### config.mk
export PLATFORM = sky130hd
export DESIGN_NAME = seg_lookaside_unit
export DESIGN_NICKNAME = d
export VERILOG_FILES = /design/src/rtl/seg_lookaside_unit.sv
export SDC_FILE = /design/constraint.sdc
export NUM_CORES = 2
export LEC_CHECK = 0
export BUFFER_PORTS_ARGS = -buffer_cell sky130_fd_sc_hd__buf_2
export CORE_UTILIZATION = 50
export CTS_CLUSTER_DIAMETER = 80
export DETAILED_ROUTE_END_ITERATION = 16
export PLACE_DENSITY = 0.7
export SETUP_SLACK_MARGIN = 0.2
export SLEW_MARGIN = 20
export SYNTH_ARGS = -nofsm -noshare
export SYNTH_HDL_FRONTEND = slang
export SYNTH_SLANG_ARGS = --single-unit
### constraint.sdc
create_clock -name clk -period 13.7 [get_ports clk]
set_input_delay 0.685 -clock clk [delete_from_list [all_inputs] [get_ports clk]]
set_output_delay 0.685 -clock clk [all_outputs]
set_load 0.03 [all_outputs]
### src/rtl/seg_lookaside_unit.sv
module seg_lookaside_unit #(
  parameter int ENTRIES = 8,
  parameter int IDX_W   = $clog2(ENTRIES),
  parameter int VPN_W   = 66
) (
  input  logic               clk,
  input  logic               rst_n,
  input  logic               mps_en,
  input  logic               wr_en,
  input  logic [63:0]        wr_vsid_op,
  input  logic [63:0]        wr_esid_op,
  input  logic               sr_en,
  input  logic [3:0]         sr_num,
  input  logic [31:0]        sr_val,
  input  logic               inv_en,
  input  logic [63:0]        inv_ea,
  input  logic               inv_all,
  input  logic               lk_en,
  input  logic [63:0]        lk_ea,
  output logic               lk_hit,
  output logic [IDX_W-1:0]   lk_idx,
  output logic [49:0]        lk_vsid,
  output logic [VPN_W-1:0]   lk_vpn,
  output logic [1:0]         lk_pgsz,
  output logic               lk_ks,
  output logic               lk_kp,
  output logic               lk_nx,
  output logic               lk_class,
  output logic               seg_fault,
  input  logic [11:0]        rd_idx,
  output logic [63:0]        rd_esid,
  output logic [63:0]        rd_vsid
);
  localparam logic [63:0] ESID_KEEP = {36'hFFFFFFFFF, 1'b1, 27'd0};

  logic [ENTRIES-1:0] valid;
  logic [63:0]        e_word [ENTRIES];
  logic [63:0]        v_word [ENTRIES];
  logic [1:0]         pgsz   [ENTRIES];

  function automatic logic seg_match(input logic [63:0] ew, input logic [63:0] vw,
                                     input logic [63:0] ea);
    return vw[62] ? (ew[63:40] == ea[63:40]) : (ew[63:28] == ea[63:28]);
  endfunction

  // lowest matching index wins for both lookup and invalidate
  logic [IDX_W-1:0] inv_idx;
  logic             inv_hit;
  always_comb begin
    lk_hit = 1'b0; lk_idx = '0; inv_hit = 1'b0; inv_idx = '0;
    for (int i = ENTRIES - 1; i >= 0; i--) begin
      if (valid[i] && seg_match(e_word[i], v_word[i], lk_ea)) begin
        lk_hit = 1'b1; lk_idx = IDX_W'(i);
      end
      if (valid[i] && seg_match(e_word[i], v_word[i], inv_ea)) begin
        inv_hit = 1'b1; inv_idx = IDX_W'(i);
      end
    end
  end

  logic [63:0]      sel_v;
  logic [VPN_W-1:0] big_part, small_part;
  assign sel_v      = v_word[lk_idx];
  assign lk_vsid    = sel_v[62] ? {12'd0, sel_v[61:24]} : sel_v[61:12];
  assign big_part   = (VPN_W'(lk_vsid) << 28) | VPN_W'(lk_ea[39:12]);
  assign small_part = (VPN_W'(lk_vsid) << 16) | VPN_W'(lk_ea[27:12]);
  assign lk_vpn     = lk_hit ? (sel_v[62] ? big_part : small_part) : '0;
  assign lk_pgsz    = lk_hit ? pgsz[lk_idx] : 2'd0;
  assign lk_ks      = lk_hit & sel_v[11];
  assign lk_kp      = lk_hit & sel_v[10];
  assign lk_nx      = lk_hit & sel_v[9];
  assign lk_class   = lk_hit & sel_v[7];
  assign seg_fault  = lk_en & ~lk_hit;

  logic             rd_ok;
  logic [IDX_W-1:0] rd_sel;
  assign rd_ok   = 32'(rd_idx) < ENTRIES;
  assign rd_sel  = IDX_W'(rd_idx);
  assign rd_esid = rd_ok ? e_word[rd_sel] : 64'd0;
  assign rd_vsid = rd_ok ? v_word[rd_sel] : 64'd0;

  // legacy segment-register load is recoded into an ordinary load
  logic [63:0]      w_rs, w_rb;
  logic             w_go, w_ok;
  logic [IDX_W-1:0] w_idx;
  logic [1:0]       w_pg;
  assign w_go  = wr_en | sr_en;
  assign w_rs  = wr_en ? wr_vsid_op
                       : ((64'(sr_val[27:0]) << 12) | (64'(sr_val[30:28]) << 9));
  assign w_rb  = wr_en ? wr_esid_op : ((64'(sr_num) << 28) | (64'd1 << 27));
  assign w_ok  = 32'(w_rb[11:0]) < ENTRIES;
  assign w_idx = IDX_W'(w_rb[11:0]);
  assign w_pg  = !w_rs[8] ? 2'd0 : (mps_en && w_rs[5:4] == 2'b01) ? 2'd1 : 2'd2;

  always_ff @(posedge clk) begin
    if (!rst_n) begin
      valid <= '0;
      for (int i = 0; i < ENTRIES; i++) begin
        e_word[i] <= '0; v_word[i] <= '0; pgsz[i] <= '0;
      end
    end else if (w_go) begin
      if (w_ok) begin
        valid[w_idx]  <= w_rb[27];
        e_word[w_idx] <= w_rb & ESID_KEEP;
        v_word[w_idx] <= w_rs;
        pgsz[w_idx]   <= w_pg;
      end
    end else if (inv_all) begin
      for (int i = 1; i < ENTRIES; i++) begin
        valid[i] <= 1'b0; e_word[i] <= '0; v_word[i] <= '0;
      end
    end else if (inv_en && inv_hit) begin
      valid[inv_idx] <= 1'b0;
    end
  end

  p_hit_valid_r1: assert property (@(posedge clk) disable iff (!rst_n)
    lk_hit |-> valid[lk_idx]);
  p_fault_empty_r11: assert property (@(posedge clk) disable iff (!rst_n)
    (lk_en && valid == '0) |-> seg_fault);
  p_bad_index_r3: assert property (@(posedge clk) disable iff (!rst_n)
    (wr_en && !w_ok) |=> $stable(valid));
  p_spare_zero_r5: assert property (@(posedge clk) disable iff (!rst_n)
    (!w_go && inv_all) |=> (valid[ENTRIES-1:1] == '0) && (valid[0] == $past(valid[0]))
                          && (e_word[0] == $past(e_word[0])));
  p_legacy_r6: assert property (@(posedge clk) disable iff (!rst_n)
    (!wr_en && sr_en) |=> valid[0] && (e_word[0][31:28] == $past(sr_num)));
  p_inv_one_r7: assert property (@(posedge clk) disable iff (!rst_n)
    (!w_go && !inv_all && inv_en && inv_hit) |=> !valid[$past(inv_idx)]);
endmodule

==> flow_metrics.tcl <==
set metrics [dict create \
    synth_xor_area_share_pct 10.4 \
    min_path_cells 3 \
    layout_common_cells "nor2_1, edfxtp_1, buf_2" \
    crit_path_start_kind "primary input" \
    rsz0062_at_grt "no" \
    synth_area_um2 48900 \
    ys_seq_elements 832 \
    p_leak_nw 20.5 \
    clkTransAtPathRegs_ns 0.06 \
    h-tree-depth 3 \
    cts-root-buf "clkbuf_16" \
    crit_arrival_ns 7.05 \
    clk_latency_ns 0.68 \
    final_area_um2 54900 \
    rr_worst_depth 10 \
    avgSynthCellArea_um2 10.4 \
    io_pins 567 \
    fp-row-count 114 \
    status "completed" \
    yosysWarnings 0 \
    timing.rr.end "valid[4]" \
    yosysSeqAreaShare_pct 46.8 \
    start_util_pct 50.5 \
    drtAntennaViolNets 0 \
    routed_wl_mm 194 \
    tns_ns 0 \
    hp-start "wr_vsid_op[3]" \
    wl_per_cell_um 30.8 \
    skew_ns 0.0273 \
    cts_setup_buffers 0 \
    clock-sinks 832 \
    grt_max_degree 95 \
    place.gp.congestion 1.07 \
    synth_top_family_by_area "simple AND/OR/NAND/NOR gates" \
    port_buffers 483 \
    core_um2 96700 \
    final-hold-violation-count 0 \
    nNetsFinal 5253 \
    rrSetupSlack_ns 10.20 \
    cts_hold_buf 0 \
    synth_edf_count 622 \
    worstMarginPinSlew_ns 1.24 \
    track_usage_pct 38.2 \
    required_ns 13.02 \
    cts_buffers 92 \
    grt_overflow 0 \
    dieWidth_um 315 \
    period_needed_ns 7.73 \
    post_dp_cell_area_um2 51800 \
    layout_setup_ws_ns 5.97 \
    fin_crit_sh_pct 56.4 \
    r2r-start "e_word[1][13]" \
    worst_setup_path_end_kind "output pin" \
    fillers 8296 \
    drt_iter0_markers 6269 \
    dr.pass1.iters 8 \
    cts-resized-gates 0 \
    drv_slew 0 \
    final_common_cell "nor2_1" \
    dp_cells 6123 \
    netlist_instances 4684 \
    max_freq_mhz 129 \
    maxCapViolations 0 \
    grt_pass1_wl_mm 273 \
    hold_ws_ns 0.478 \
    final_util_pct 56.8 \
    synthFlopType "edfxtp_1" \
    vias 41900 \
    synth_mux_area_share_pct 14.2 \
    ir_drop_v 0.000113 \
    grt_pass1_vias 38400 \
    synth_compound_area_share_pct 7.87 \
    cts_max_path_buffers 3 \
    slew_headroom_pct 16.8 \
    post-place-ws_ns 6.15 \
    yosys.area_share.simple_pct 16.8 \
    drive_gt1_share_pct 19.7 \
    synthArstFlopShare_pct 0 \
    area_growth_pct 12.4 \
    hp-class "in -> reg" \
    synthAdderAreaFrac_pct 0 \
    critPathKind "in -> out" \
    dp_hpwl_mm 130 \
    total_power_mw 6.40 \
    setup_viol 0 \
    drc 0 \
    power.density_nw_per_um2 117 \
    synthDistinctLibCells 72 \
    die_area_um2 99000 \
    die_h_um 315 \
    cts_tree "done" \
    final_cells 6300 \
    worstPathMaxFanout 39 \
    min_to "v_word[6][3]" \
    antenna_found_initial 8 \
    via_per_inst 6.65 \
]
critical path, cell delays in order:
cell and delay [ns]:
buf_2 0.48, xor2_1 0.14, nor4_1 0.64, a31oi_1 0.46, nor4_2 0.56, or2_2 0.72
a21boi_4 0.28, buf_4 0.58, buf_4 0.59, a21o_1 0.17, nand3_2 0.41, buf_4 0.45
o21ai_0 0.50, buf_2 0.30
Yosys cell counts, types with 37 or more instances:
cell type	count	area share (%)
buf_1	92	0.71
nand2_1	192	1.5
nand4_1	133	1.7
a31oi_1	221	2.8
xor2_1	246	4.4
clkbuf_1	225	1.7
o221ai_1	58	1.0
mux4_2	202	9.3
mux2_2	37	0.85
a21oi_1	49	0.50
nor2_1	1212	9.3
dfxtp_1	210	8.6
edfxtp_1	622	38
nor4_1	86	1.1
o22ai_1	45	0.58
xnor2_1	331	5.9
o21ai_0	37	0.38
buf_2	41	0.42
mux2i_1	197	4.0
where the power goes:
| part | internal, mW | total [mW] | switching, mW |
|---|---|---|---|
| clock | 1.46 | 2.52 | 1.06 |
| sequential | 2.85 | 2.98 | 0.131 |
| combinational | 0.316 | 0.895 | 0.578 |
routing by layer:
metal  wire length, um  vias up  global-route usage (%)
met2             86100     3275                    58.0
met3             23600      546                    7.58
met4             11100       10                    18.4
met1             73200    20500                    52.5
met5                64        -                       0
li1                  -    17500                       -
worst max-delay path by stage:
stage / cells after the start / slack, ns / endpoint / start
detailed placement: 14 / 6.15 / lk_vpn[17] / lk_ea[29]
CTS: 13 / 6.11 / lk_vpn[17] / e_word[0][10]
global placement: 14 / 6.20 / lk_vpn[17] / lk_ea[29]
floorplan: 9 / 8.78 / e_word[0][0] / wr_en
finish: 14 / 5.97 / lk_vsid[0] / lk_ea[29]
global route: 13 / 5.90 / lk_vpn[17] / e_word[0][10]
final cells by class:
class,instances,area (um^2),area share (%)
Inverter,8,30.0,0.0547
Sequential cell,832,22900,41.7
Antenna cell,8,20.0,0.0365
Clock buffer,130,2640,4.81
Multi-Input combinational cell,3457,24400,44.4
Clock inverter,39,409,0.745
Timing Repair Buffer,550,2970,5.42
Tap cell,1276,1600,2.91
logic make-up (layout without fill, tap and decap cells):
logic type | count (synthesis) | after routing
buffers and inverters | 421 | 727
muxes | 436 | 436
AOI/OAI and AO/OA | 555 | 555
xor gates and xnor gates | 579 | 579
and+or+nand+nor | 1860 | 1860
other | 1 | 35
DFF | 832 | 832
state kept, by name, summed over array words and instances, names as in the netlist:
| name | flops |
|---|---|
| e_word | 296 |
| v_word | 512 |
| pgsz | 16 |
| valid | 8 |
Note: power is estimated with default switching activity, not from simulation.
